`config.mk`:
```
export PLATFORM = sky130hd
export DESIGN_NAME = bios_shadow_router
export DESIGN_NICKNAME = d
export VERILOG_FILES = /design/src/rtl/shadow_pkg.sv /design/src/rtl/shadow_attr_regs.sv /design/src/rtl/shadow_decode.sv /design/src/rtl/shadow_route_stage.sv /design/src/rtl/bios_shadow_router.sv
export SDC_FILE = /design/constraint.sdc
export NUM_CORES = 1
export LEC_CHECK = 0
export ABC_AREA = 1
export BUFFER_PORTS_ARGS = -buffer_cell sky130_fd_sc_hd__buf_4
export CAP_MARGIN = 0
export CELL_PAD_IN_SITES_DETAIL_PLACEMENT = 0
export CELL_PAD_IN_SITES_GLOBAL_PLACEMENT = 1
export CORE_UTILIZATION = 25
export CTS_CLUSTER_SIZE = 16
export DETAILED_ROUTE_END_ITERATION = 8
export HOLD_SLACK_MARGIN = 0.12
export PLACE_DENSITY = 0.84
export RECOVER_POWER = 25
export SKIP_LAST_GASP = 1
export SYNTH_ARGS = -nofsm -noshare
export SYNTH_HDL_FRONTEND = slang
export SYNTH_HIERARCHICAL = 1
export SYNTH_SLANG_ARGS = --single-unit
```
`constraint.sdc`:
```
create_clock -name clk -period 1.3 [get_ports clk]
set_clock_uncertainty 0.05 [all_clocks]
set_input_delay 0.13 -clock clk [delete_from_list [all_inputs] [get_ports clk]]
set_output_delay 0.13 -clock clk [all_outputs]
set_load 0.05 [all_outputs]
```
`src/rtl/shadow_pkg.sv`:
```
package shadow_pkg;

    localparam int EXT_SEGS  = 4;
    localparam int NSEG      = EXT_SEGS + 1;
    localparam int MAIN_IDX  = EXT_SEGS;
    localparam int ROUTE_W   = 5;
    localparam int CFG_W     = 8;
    localparam int SEL_W     = 2;
    localparam int NREG      = (NSEG + 1) / 2;

    typedef enum logic [1:0] {
        SRC_CPU   = 2'd0,
        SRC_IOX   = 2'd1,
        SRC_ACCEL = 2'd2,
        SRC_RSVD  = 2'd3
    } src_e;

    typedef enum logic [2:0] {
        RT_DRAM      = 3'd0,
        RT_LEGACY    = 3'd1,
        RT_INTERNAL  = 3'd2,
        RT_ABORT     = 3'd3,
        RT_UNCLAIMED = 3'd4
    } route_e;

    typedef struct packed {
        logic wr_en;
        logic rd_en;
    } seg_attr_t;

    function automatic logic [ROUTE_W-1:0] route_onehot(input route_e r);
        logic [ROUTE_W-1:0] v;
        v = '0;
        v[r] = 1'b1;
        return v;
    endfunction

    function automatic route_e cpu_route(input seg_attr_t a, input logic wr);
        logic en;
        en = wr ? a.wr_en : a.rd_en;
        return en ? RT_DRAM : RT_LEGACY;
    endfunction

endpackage

```
`src/rtl/shadow_attr_regs.sv`:
```
module shadow_attr_regs
    import shadow_pkg::*;
(
    input  logic                        clk,
    input  logic                        rst,
    input  logic                        cfg_we,
    input  logic [SEL_W-1:0]            cfg_sel,
    input  logic [CFG_W-1:0]            cfg_wdata,
    output logic [CFG_W-1:0]            cfg_rdata,
    output seg_attr_t [NSEG-1:0]        attrs
);

    localparam int NIB = CFG_W / 2;

    for (genvar s = 0; s < NSEG; s++) begin : g_seg
        localparam int REG_IDX = s / 2;
        localparam int LANE    = (s % 2) * NIB;
        seg_attr_t attr_q;

        always_ff @(posedge clk) begin
            if (rst) begin
                attr_q <= '0;
            end else if (cfg_we && (int'(cfg_sel) == REG_IDX)) begin
                attr_q.rd_en <= cfg_wdata[LANE];
                attr_q.wr_en <= cfg_wdata[LANE+1];
            end
        end

        assign attrs[s] = attr_q;
    end

    always_comb begin
        cfg_rdata = '0;
        for (int s = 0; s < NSEG; s++) begin
            if (int'(cfg_sel) == s / 2) begin
                cfg_rdata[(s % 2) * NIB]     = attrs[s].rd_en;
                cfg_rdata[(s % 2) * NIB + 1] = attrs[s].wr_en;
            end
        end
    end


    reserved_bits_drop_chk: assert property (@(posedge clk) disable iff (rst)
        (cfg_we && ((cfg_wdata & 8'hCC) != 8'h00)) |=> ((cfg_rdata & 8'hCC) == 8'h00));


    sel3_no_effect_chk: assert property (@(posedge clk) disable iff (rst)
        (cfg_we && (cfg_sel == 2'd3)) |=> (attrs == $past(attrs)));


    attr_hold_chk: assert property (@(posedge clk) disable iff (rst)
        !cfg_we |=> (attrs == $past(attrs)));

endmodule

```
`src/rtl/shadow_decode.sv`:
```
module shadow_decode
    import shadow_pkg::*;
#(
    parameter int                 ADDR_W     = 32,
    parameter logic [ADDR_W-1:0]  EXT_BASE   = 32'h000E_0000,
    parameter int                 SEG_SHIFT  = 14,
    parameter int                 MAIN_SHIFT = 16
) (
    input  logic [ADDR_W-1:0]     addr,
    input  logic                  write,
    input  logic [1:0]            port,
    input  seg_attr_t [NSEG-1:0]  attrs,
    output route_e                route
);

    localparam logic [ADDR_W:0] EXT_LO  = {1'b0, EXT_BASE};
    localparam logic [ADDR_W:0] EXT_HI  = EXT_LO + (ADDR_W+1)'(EXT_SEGS << SEG_SHIFT);
    localparam logic [ADDR_W:0] MAIN_HI = EXT_HI + (ADDR_W+1)'(1 << MAIN_SHIFT);
    localparam int              IDX_W   = $clog2(EXT_SEGS);

    logic [ADDR_W:0]  a_ext;
    logic             in_ext;
    logic             in_main;
    logic [IDX_W-1:0] ext_idx;
    seg_attr_t        hit_attr;
    src_e             src;

    assign a_ext   = {1'b0, addr};
    assign in_ext  = (a_ext >= EXT_LO) && (a_ext < EXT_HI);
    assign in_main = (a_ext >= EXT_HI) && (a_ext < MAIN_HI);
    assign ext_idx = addr[SEG_SHIFT +: IDX_W];
    assign src     = src_e'(port);

    always_comb begin
        hit_attr = attrs[MAIN_IDX];
        if (in_ext) begin
            hit_attr = attrs[ext_idx];
        end
    end

    always_comb begin
        if (!(in_ext || in_main)) begin
            route = RT_UNCLAIMED;
        end else begin
            unique case (src)
                SRC_CPU: route = cpu_route(hit_attr, write);
                SRC_IOX: route = write ? RT_LEGACY : RT_INTERNAL;
                default: route = RT_ABORT;
            endcase
        end
    end

endmodule

```
`src/rtl/shadow_route_stage.sv`:
```
module shadow_route_stage
    import shadow_pkg::*;
(
    input  logic               clk,
    input  logic               rst,
    input  logic               in_valid,
    output logic               in_ready,
    input  route_e             in_route,
    output logic               out_valid,
    input  logic               out_ready,
    output logic [ROUTE_W-1:0] out_route
);

    logic   valid_q;
    route_e route_q;
    logic   take;

    assign in_ready = !valid_q || out_ready;
    assign take     = in_valid && in_ready;

    always_ff @(posedge clk) begin
        if (rst) begin
            valid_q <= 1'b0;
            route_q <= RT_UNCLAIMED;
        end else begin
            if (take) begin
                valid_q <= 1'b1;
                route_q <= in_route;
            end else if (out_ready) begin
                valid_q <= 1'b0;
            end
        end
    end

    assign out_valid = valid_q;
    assign out_route = route_onehot(route_q);


    route_onehot_chk: assert property (@(posedge clk) disable iff (rst)
        out_valid |-> ($countones(out_route) == 1));


    hold_stable_chk: assert property (@(posedge clk) disable iff (rst)
        (out_valid && !out_ready) |=> (out_valid && $stable(out_route)));


    stall_blocks_chk: assert property (@(posedge clk) disable iff (rst)
        (out_valid && !out_ready) |-> !in_ready);

endmodule

```
`src/rtl/bios_shadow_router.sv`:
```
module bios_shadow_router
    import shadow_pkg::*;
#(
    parameter int                 ADDR_W     = 32,
    parameter logic [ADDR_W-1:0]  EXT_BASE   = 32'h000E_0000,
    parameter int                 SEG_SHIFT  = 14,
    parameter int                 MAIN_SHIFT = 16
) (
    input  logic               clk,
    input  logic               rst,
    input  logic               cfg_we,
    input  logic [1:0]         cfg_sel,
    input  logic [7:0]         cfg_wdata,
    output logic [7:0]         cfg_rdata,
    input  logic               req_valid,
    output logic               req_ready,
    input  logic [ADDR_W-1:0]  req_addr,
    input  logic               req_write,
    input  logic [1:0]         req_port,
    output logic               rsp_valid,
    input  logic               rsp_ready,
    output logic [4:0]         rsp_route
);

    seg_attr_t [NSEG-1:0] attrs;
    route_e               dec_route;

    shadow_attr_regs u_attr (
        .clk       (clk),
        .rst       (rst),
        .cfg_we    (cfg_we),
        .cfg_sel   (cfg_sel),
        .cfg_wdata (cfg_wdata),
        .cfg_rdata (cfg_rdata),
        .attrs     (attrs)
    );

    shadow_decode #(
        .ADDR_W     (ADDR_W),
        .EXT_BASE   (EXT_BASE),
        .SEG_SHIFT  (SEG_SHIFT),
        .MAIN_SHIFT (MAIN_SHIFT)
    ) u_dec (
        .addr  (req_addr),
        .write (req_write),
        .port  (req_port),
        .attrs (attrs),
        .route (dec_route)
    );

    shadow_route_stage u_stage (
        .clk       (clk),
        .rst       (rst),
        .in_valid  (req_valid),
        .in_ready  (req_ready),
        .in_route  (dec_route),
        .out_valid (rsp_valid),
        .out_ready (rsp_ready),
        .out_route (rsp_route)
    );

    logic fire;
    assign fire = req_valid && req_ready;


    reset_idle_chk: assert property (@(posedge clk)
        rst |=> !rsp_valid);


    iox_write_legacy_chk: assert property (@(posedge clk) disable iff (rst)
        (fire && req_port == 2'd1 && req_write) |=> (rsp_route[1] || rsp_route[4]));


    iox_read_internal_chk: assert property (@(posedge clk) disable iff (rst)
        (fire && req_port == 2'd1 && !req_write) |=> (rsp_route[2] || rsp_route[4]));


    accel_abort_chk: assert property (@(posedge clk) disable iff (rst)
        (fire && req_port[1]) |=> (rsp_route[3] || rsp_route[4]));


    cpu_no_override_chk: assert property (@(posedge clk) disable iff (rst)
        (fire && req_port == 2'd0) |=> (rsp_route[0] || rsp_route[1] || rsp_route[4]));

endmodule

```
# --- Word-level counts from Yosys, hierarchy flattened ---
# Cells that the tools add are included.
classes:
  order_cmp: 7
  eq_ne: 3
  n_mux: 17
  n_reduce_logical: 13
ops:
  columns: ["cell", "n"]
  rows:
  - ["$ge A32 B20 Y1 const B", 2]
  - ["$lt A32 B20 Y1 const B", 1]
  - ["$lt A32 B21 Y1 const B", 1]
  - ["$mux W2", 8]
  - ["$logic_and A1 B1 Y1", 7]
  - ["$pmux W3 S2", 1]
  - ["$mux W1", 5]
  - ["$bmux W2 S2", 1]
  - ["$eq A2 B2 Y1 const B", 2]
  - ["$logic_not A2 Y1", 2]
  - ["$lt A2 B4 Y1 const B", 1]
  - ["$lt A3 B4 Y1 const B", 1]
  - ["$demux W1 S3", 1]
  - ["$ge A3 B1 Y1 const B", 1]
  - ["$mux W3", 1]
  - ["$eq A2 B1 Y1 const B", 1]
  - ["$logic_or A1 B1 Y1", 2]
  - ["$reduce_bool A2 Y1", 1]
  - ["$logic_not A1 Y1", 1]
totals:
  register_bits: 14
  in_bits: 50
  out_inout_bits: 15
  wordCells: 52

# --- Longest topological paths before layout ---
# Gate-level depths: netlist of the first run.
logic_depth:
  ltp_word: 7
  mapped_depth: 12
  ltp_nobuf: 12

# --- Hierarchy ---
# The synthesis of the first run kept the hierarchy.
by_module_without_submodules:
  columns: ["mod", "n_inst", "cells_per_inst", "area_per_inst_um2", "seq_area_each_um2"]
  rows:
  - ["shadow_attr_regs", 1, 84, 558.0, 200.2]
  - ["shadow_route_stage", 1, 30, 203.9, 80.1]
  - ["shadow_decode", 1, 34, 162.7, 0.0]

# --- Least setup slack after synthesis of the first run ---
# OpenSTA, ideal clock, no wires.
synth_path:
  path_type: "reg2out"
  startpoint: "register u_stage.route_q[0]"
  endpoint: "output port rsp_route[1]"
  arrival_time_ps: 1479
  t_required_ps: 1120
  path_slack_ps: -359
  path_stages_with_launch: 3
  path_cell_list: "dfxtp_1 > inv_1 > nor3_1"
synth_via:
  elab_chain_len: 4
  word_cells_on_any_way: 5
synth_lines:
  columns: ["element", "line", "rtl"]
  rows:
  - ["start, declared", "shadow_route_stage.sv:15", "route_e route_q;"]
  - ["start signal, assigned", "shadow_route_stage.sv:28", "route_q <= in_route;"]
  - ["$lt A3 B4 Y1 (not written as such) / $ge A3 B1 Y1 (equally long branches)", "shadow_pkg.sv:34", "v[r] = 1'b1;"]
  - ["$logic_and A1 B1 Y1 (not written as such)", "shadow_pkg.sv:34", null]
  - ["$mux W1 (not written as such)", "shadow_pkg.sv:34", null]
  - ["$demux W1 S3 (*)", null, null]
  - ["end, declared", "bios_shadow_router.sv:22", "output logic [4:0] rsp_route"]
# Every way passes the cells marked *; elsewhere a longest branch is shown, timed or not.

# --- Worst setup path in the final report of the first run ---
# Ends and elaborated chain as after synthesis.

==> results of run 1 <==
==> worst min-delay path: stages <==
cell and delay, ns:
buf_4 0.12, a21oi_1 0.07, nor2_1 0.08
==> power by group through the flow <==
stage | sequential [mW] | combinational (mW) | clock (mW)
after floorplan | 0.487 | 0.203 | 0
after global placement | 0.485 | 0.327 | 0
after detailed placement | 0.486 | 0.328 | 0
after CTS | 0.476 | 0.340 | 0.359
after global routing | 0.481 | 0.369 | 0.378
final | 0.477 | 0.339 | 0.346
==> worst min-delay path by stage <==
stage,start,to,slack [ns],cells past startpoint
finish,req_valid,u_stage/route_q[1],0.14,3
global route,req_valid,u_stage/route_q[0],0.16,3
CTS,req_valid,u_stage/route_q[1],0.14,3
detailed placement,rst,u_stage/out_valid,0.27,2
global placement,rst,u_stage/out_valid,0.26,2
floorplan,rst,u_stage/out_valid,0.15,1
==> layer usage <==
layer	wire length (um)	part of all wire, %
met1	1080	47
met2	1030	45
met5	0	0
met3	182	7.9
met4	0	0
==> kinds of logic (layout without fill, tap and decap cells) <==
family,Yosys count,count (layout)
buf+inv,30,76
other cells,1,4
simple gates,89,89
flops,14,14
compound gates,14,14
==> Yosys cell counts <==
cell type	count	area share [%]
nor3_2	1	1.1
nand3_2	3	3.2
nor4_1	3	2.0
inv_2	1	0.41
nand3_4	1	1.9
o21ai_0	2	1.1
buf_4	4	3.2
conb_1	1	0.41
dfxtp_1	14	30
and3_1	1	0.68
inv_1	22	8.9
clkinv_1	1	0.41
nand2_4	1	1.2
nand3_1	16	8.7
buf_6	2	2.4
a21oi_1	9	4.9
o211ai_1	2	1.6
nor2_1	20	8.1
nand4_1	1	0.68
nor2_2	1	0.68
a21oi_2	1	0.95
nor3_1	3	1.6
nand2_1	38	15
==> what timing repair did <==
| item | 4_1_cts | 5_1_grt |
|---|---|---|
| gates resized for setup | 0 | 6 |
| hold buffers | 5 | 0 |
| endpoints found under the setup margin | 0 | 4 |
| endpoints found under the hold margin | 9 | 0 |
==> area by class of cell <==
| type | instances | area (um2) | share of cell area, % |
|---|---|---|---|
| multi-input combinational | 107 | 520 | 37.8 |
| clock buffer | 3 | 41.3 | 3.00 |
| tap | 46 | 57.6 | 4.18 |
| inverter | 24 | 90.1 | 6.54 |
| timing repair buffer | 49 | 382 | 27.7 |
| sequential | 14 | 287 | 20.8 |
==> state kept, by name, summed over array words and instances (netlist names) <==
signal	flops
u_attr/attrs	10
u_stage/out_valid	1
u_stage/route_q	3
==> impl_metrics.toml, run 1 <==
[logic_synthesis]
netlist_instances = 148
synth-xor-area-share_pct = 0
synthesis.area_um2 = 925
synth_fa_ha_area_share_pct = 0
yosysWarnings = 6
synth_compound_area_share_pct = 8.53
synth-seq-cells = 14
avgSynthCellArea_um2 = 6.25
yosysSeqAreaShare_pct = 30.3
muxShareOfSynthArea_pct = 0
yosys.area_share.simple_pct = 45.3
synth_cell_type_count = 23
synth_top_family_by_area = "simple AND/OR/NAND/NOR gates"

[setup_path]
regToRegSetupSlack_ns = 0.09
worstSetupPathType = "register to primary output"
cp_slowest_cell = "dfxtp_2"
endpoint = "rsp_route[1]"
startpoint_type = "register"
slowest_delay_ns = 0.36
worstPathCellList = "inv_1 -> nor3_1 -> buf_4"
crit_start = "u_stage/route_q[0]"
arrival_ns = 1.04
cp_num_buf_inv = 2
cp_num_cells = 3
end_kind = "primary output"
critPathMaxFanout = 5
r2r_start = "u_attr/attrs[2]"
ff2ff_path_depth = 11
rr_endpoint = "u_stage/route_q[0]"
critPathTopFamily = "flip-flops"
required_ns = 1.12

[sta]
period_minus_slack_ns = 1.22
clock.fmax_ghz = 0.819
rsz0062_at_grt = "true"
hold_viol = 0
period_share_pct = 93.9
finalSetupViolCount = 0
timing.final.max_slew_violations = 0
whs_ns = 0.140
fin_tns_setup_ns = 0
layout_setup_ws_ns = 0.0791

[global_route]
globalRouteMet3Util_pct = 2.19
antenna_found_initial = 0
grt_first_pass_wirelength_um = 3710
met1_usage_pct = 14.0
track_usage_pct = 11.6
overflow = 0
grt_use_met2_pct = 19.8
grt_max_degree = 11
busiest_layer = "met2"
grt_pass1_vias = 949

[placed_design]
io_buffers = 42
dp_slack_ns = 0.0176
dp_hpwl_um = 1820
place_congestion = 0.716
placed_cell_area_um2 = 1280
place_inst = 235

[clocking]
cts_inserted_buffers = 3
cts_setup_buffers = 0
clkSinkCount = 14
clock_latency_ns = 0.24
clk_path_buf_depth = 2
htree_levels = 1
path_clk_slew_ns = 0.05
clockRootBuffer = "clkbuf_8"
cts_tree = "yes"

[finish]
fill_cells = 383
antenna_cells = 0
final_cell_mix = "buf_4 (41), nand2_1 (37), nor2_1 (20), inv_1 (19), nand3_1 (15)"
area_growth_pct = 49.0
drive_gt1_share_pct = 33.5
nets = 249
fin_cells = 243
fin_util_pct = 40.0
mostFrequentLayoutCell = "buf_4"
final_cell_area_um2 = 1380

[floorplanning]
die_area_um2 = 3950
die_w_um = 62.8
io_pins = 65
core_um2 = 3440
row_count = 21
start_util_pct = 26.9
die_h_um = 62.8

[pwr]
p_sw_mw = 0.362
p_sw_share_pct = 31.2
seq_power_share_pct = 41.1
p_int_mw = 0.800
clkPwrFrac_pct = 29.8
vdd_drop_max_mv = 0.335
p_leak_nw = 0.701
power_density_nw_per_um2 = 844
finalPower_mw = 1.16
combPwrFrac_pct = 29.2

[job]
drv_cap = 0

[drt]
num_vias = 1036
drcViolationCount = 0
drt-wirelength-per-cell_um = 9.44
detail-route-antenna-nets = 0
drt_iter0_drc = 25
drt_wl_total_um = 2290
dr.pass1.iters = 4
vias_per_cell = 4.26

[run_status]
status = "completed"

[worst_hold_path]
hold_path_class = "input pin to register"
Power figures use the tool's default switching activity.
==> run 2, diff against run 1 <==
BUFFER_PORTS_ARGS = -buffer_cell sky130_fd_sc_hd__buf_2   (was -buffer_cell sky130_fd_sc_hd__buf_4)
CORE_UTILIZATION = 23   (was 25)
SKIP_LAST_GASP = default   (was 1)
SYNTH_HIERARCHICAL = default   (was 1)
==> run 2 against run 1 <==
Against the previous run: synthesized cell count down 14%; worst hold slack better by 0.0062 ns; die area down 5.7%; clock-buffer cell count up 1; critical endpoint is now cfg_rdata[1]; sequential share of layout area up 2.3 points; largest cell class unchanged; area after synthesis down 13%.
==> impl_metrics.toml, run 2 <==
[setup_path]
arrival_ns = 1.07
startpoint_type = "register"
crit_start = "u_attr.attrs[1]"
end_kind = "primary output"
critPathMaxFanout = 3
worstSetupPathType = "register to primary output"
r2r_start = "u_attr.attrs[9]"
required_ns = 1.12

[floorplanning]
row_count = 21
die_area_um2 = 3720
die_h_um = 61.0
die_w_um = 61.0
io_pins = 65
start_util_pct = 24.0
core_um2 = 3340

[drt]
vias_per_cell = 4.10
drt_wl_total_um = 2000
dr.pass1.iters = 4
drt_iter0_drc = 29
num_vias = 923
detail-route-antenna-nets = 0
drcViolationCount = 0
drt-wirelength-per-cell_um = 8.90

[clocking]
clk_path_buf_depth = 2
cts_tree = "yes"
clkSinkCount = 14
clockRootBuffer = "clkbuf_4"
clock_latency_ns = 0.28
htree_levels = 1
cts_inserted_buffers = 3
cts_setup_buffers = 0
path_clk_slew_ns = 0.09

[sta]
rsz0062_at_grt = "false"
period_share_pct = 96.4
clock.fmax_ghz = 0.798
layout_setup_ws_ns = 0.0473
hold_viol = 0
finalSetupViolCount = 0
period_minus_slack_ns = 1.25
timing.final.max_slew_violations = 0

[global_route]
overflow = 0
track_usage_pct = 11.1
grt_pass1_vias = 730
grt_max_degree = 12
antenna_found_initial = 0
grt_first_pass_wirelength_um = 2950

[placed_design]
io_buffers = 42
dp_hpwl_um = 1530
dp_slack_ns = 0.127
place_congestion = 0.752

[logic_synthesis]
yosys.area_share.simple_pct = 26.9
synthArstFlopShare_pct = 0
synth_top_family_by_area = "simple AND/OR/NAND/NOR gates"
synth_area_leaders = "dfxtp_1 (35%), inv_1 (11%), nand2_1 (11%)"
avgSynthCellArea_um2 = 6.26
synth-edff-count = 0
synth_fa_ha_area_share_pct = 0
yosysWarnings = 0
synth.top_cell.area_share_pct = 35.0
synth_top_cell_by_area = "dfxtp_1"
netlist_instances = 128
synth-xor-area-share_pct = 0
synth-seq-cells = 14
synth_commonest_cells = "inv_1 (24), nand2_1 (23), a21oi_1 (14), dfxtp_1 (14), o21ai_0 (13)"
synth_most_common_cell = "inv_1"
yosysSeqAreaShare_pct = 35.0
synth_cell_type_count = 16
synth-main-ff-cell = "dfxtp_1"
muxShareOfSynthArea_pct = 0
synth_compound_area_share_pct = 21.7
synthesis.area_um2 = 801

[worst_hold_path]
min_from = "cfg_we"
hold_path_class = "input pin to register"

[pwr]
combPwrFrac_pct = 24.7
p_sw_mw = 0.311
p_int_mw = 0.712
p_leak_nw = 0.586
seq_power_share_pct = 44.2
clkPwrFrac_pct = 31.1
p_sw_share_pct = 30.4
power_density_nw_per_um2 = 821
vdd_drop_max_mv = 0.491

[finish]
largest_reg_flops = 10
area_growth_pct = 55.5
antenna_cells = 0
fill_cells = 370
nets = 230
final_cell_mix = "buf_2 (30), inv_1 (23), nand2_1 (21), a21oi_1 (14), o21ai_0 (13)"
drive_gt1_share_pct = 34.1
mostFrequentLayoutCell = "buf_2"
fin_util_pct = 37.3

[run_status]
status = "completed"

[job]
drv_cap = 0
run 2: critical path: stages (launching register included):
cell,delay [ns]
dfxtp_1,0.31
inv_1,0.07
o221ai_2,0.18
buf_4,0.22
run 2: logic make-up (layout without fill, tap and decap cells):
logic type	after synthesis	count (layout)
AO/OA/AOI/OAI	32	32
buffers and inverters	30	78
flip-flops	14	14
other	1	4
AND/OR/NAND/NOR	51	51
run 2: path summary, 6_finish.rpt:
check,to,slack (ns),cells past startpoint
worst min-delay path,u_attr.attrs[9],0.15,3
worst min register to register,u_attr.attrs[8],0.43,2
worst max-delay path,cfg_rdata[1],0.05,3
worst max register to register,u_stage.route_q[0],0.17,9
run 2: what timing repair did:
action                                 in CTS  in global routing
setup endpoints to repair                   7                 10
pin swaps                                   0                  1
hold buffers                                7                  0
endpoints found under the hold margin      13                  0
gates cloned                                0                  0
resized for setup                           9                 14
run 2: final cells by class:
class | instances | area [um2] | area share, %
Multi-Input combinational cell | 87 | 454 | 36.5
Timing Repair Buffer | 49 | 315 | 25.3
Sequential cell | 14 | 288 | 23.1
Inverter | 25 | 93.8 | 7.54
Tap cell | 46 | 57.6 | 4.62
Clock buffer | 4 | 36.3 | 2.91
run 2: power by group through the flow:
stage	clock, mW	sequential, mW	combinational (mW)
final	0.318	0.452	0.252
after global routing	0.351	0.454	0.280
after CTS	0.328	0.454	0.248
after detailed placement	0	0.464	0.229
after global placement	0	0.464	0.228
after floorplan	0	0.471	0.150
run 2: per-stage QoR:
step           hold WS, ns  area (um2)  setup TNS [ns]  power (mW)  instances
2_1_floorplan        0.142         851           -1.02       0.621        131
3_3_place_gp         0.291        1080               0       0.692        214
3_5_place_dp         0.289        1080               0       0.693        214
4_1_cts              0.142        1210               0        1.03        225
5_1_grt              0.142        1240               0        1.09        225
6_report             0.146        1240               0        1.02        225
run 2: layer usage:
metal  track usage, %  vias up  wire length, um
li1                 -      509                -
met1             11.7      378              899
met2             19.9       32              949
met3             2.35        4              117
met4             6.82        0               36
met5                0        -                0
==> run 3, diff against run 2 <==
BUFFER_PORTS_ARGS = default   (was -buffer_cell sky130_fd_sc_hd__buf_2)
CORE_UTILIZATION = 35   (was 23)
DONT_BUFFER_PORTS = 1   (was default)
PLACE_DENSITY = 0.79   (was 0.84)
==> run 3 against run 2 <==
Against the previous run: non-clock buffer count fell by 26; critical path depth did not move; setup slack got worse by 0.038 ns; global-route usage rose by 7.7 points; combinational power fell by 15%; sequential power barely moved; register-to-register slack improved by 0.04 ns; maximum frequency fell by 2.9%; routed wire length rose by 0.15%; critical path type unchanged.
==> impl_metrics.toml, run 3 (same netlist as run 2, synthesis figures left out) <==
[placed_design]
dp_hpwl_um = 1480
dp_slack_ns = 0.230
place_inst = 164
io_buffers = 0
place_congestion = 0.784

[setup_path]
end_kind = "primary output"
required_ns = 1.12
worstPathCellList = "inv_1 -> nor3_1 -> buf_4"
startpoint_type = "register"
cp_slowest_cell = "dfxtp_2"
arrival_ns = 1.11
worstSetupPathType = "register to primary output"
regToRegSetupSlack_ns = 0.21
slowest_delay_ns = 0.37
critPathMaxFanout = 4

[clocking]
clock_latency_ns = 0.28
clk_path_buf_depth = 2
htree_levels = 1
clkSinkCount = 14
path_clk_slew_ns = 0.09
clockRootBuffer = "clkbuf_4"
cts_tree = "yes"
cts_inserted_buffers = 3

[global_route]
antenna_found_initial = 0
track_usage_pct = 18.7
grt_pass1_vias = 853
grt_first_pass_wirelength_um = 3580
grt_max_degree = 12
overflow = 0

[pwr]
vdd_drop_max_mv = 0.551
power_density_nw_per_um2 = 884
finalPower_mw = 0.983
p_leak_nw = 0.489

[floorplanning]
io_pins = 65
die_w_um = 49.8
core_um2 = 2060
die_h_um = 49.8
start_util_pct = 38.8
die_area_um2 = 2480
row_count = 16

[sta]
period_minus_slack_ns = 1.29
layout_setup_ws_ns = 0.00931
timing.final.max_slew_violations = 0
clock.fmax_ghz = 0.775
hold_viol = 0
period_share_pct = 99.3
rsz0062_at_grt = "true"
finalSetupViolCount = 0

[drt]
met2_length_um = 1080
drt_wl_total_um = 2010
detail-route-antenna-nets = 0
m1WireLength_um = 788
drt-wirelength-per-cell_um = 11.1
vias_per_cell = 4.96
drt_iter0_drc = 16
dr.pass1.iters = 4
drcViolationCount = 0
topRoutingLayerUsed = "met4"
route.met3.wl_um = 107
num_vias = 892

[finish]
mostFrequentLayoutCell = "inv_1"
final_cell_mix = "inv_1 (23), nand2_1 (22), a21oi_1 (14), o21ai_0 (13)"
drive_gt1_share_pct = 19.0
area_growth_pct = 38.9
nets = 204
fin_cells = 180
largest_reg_flops = 10
antenna_cells = 0

[job]
drv_cap = 0

[worst_hold_path]
hold_path_class = "input pin to register"

[run_status]
status = "completed"
## run 3: final timing paths
kind,depth (start not counted),startpoint,end
max,3,u_stage.route_q[1],rsp_route[2]
min reg2reg,2,u_attr.attrs[8],u_attr.attrs[8]
min,6,req_addr[27],u_stage.route_q[2]
max reg2reg,9,u_attr.attrs[7],u_stage.route_q[0]
## run 3: area by class of cell
type | count | area [um2]
clock buffers | 4 | 36.3
inverters | 25 | 93.8
fillers | 219 | 950
well taps | 27 | 33.8
multi-input cells | 87 | 449
flip-flops and latches | 14 | 287
repair buffers | 23 | 213
## run 3: power by group
| group | switching (mW) | internal, mW | total, mW |
|---|---|---|---|
| logic | 0.141 | 0.0741 | 0.215 |
| registers | 0.00663 | 0.445 | 0.451 |
| clock network | 0.146 | 0.171 | 0.316 |
## run 3: metrics by stage
step                      TNS [ns]  hold slack (ns)  utilization, %  cell area [um2]
after floorplan              -1.02            0.142               -              851
after global placement           0            0.144            45.3              933
after detailed placement         0            0.145            45.3              933
after CTS                        0            0.121            53.4             1100
after global routing        -0.112            0.155            53.9             1110
final                            0            0.124            53.9             1110
## run 3: worst max-delay path, delay by kind of cell, from the launching register on
| kind | cells | cell delay (ns) |
|---|---|---|
| buf+inv | 2 | 0.30 |
| flops | 1 | 0.37 |
| simple gates | 1 | 0.15 |
## run 3: per-layer routing
metal / GRT usage, % / vias to the layer above
li1: - / 460
met1: 21.5 / 396
met2: 34.7 / 31
met3: 2.16 / 5
met4: 7.14 / 0
met5: 0 / -
## run 3: repair_timing
action                     4_1_cts  5_1_grt
setup endpoints to repair        4        7
hold endpoints to repair        14        0
gates cloned                     0        0
hold buffers                    12        0
pin swaps                        0        2
buffers inserted                 0        0
resized for setup                4        7
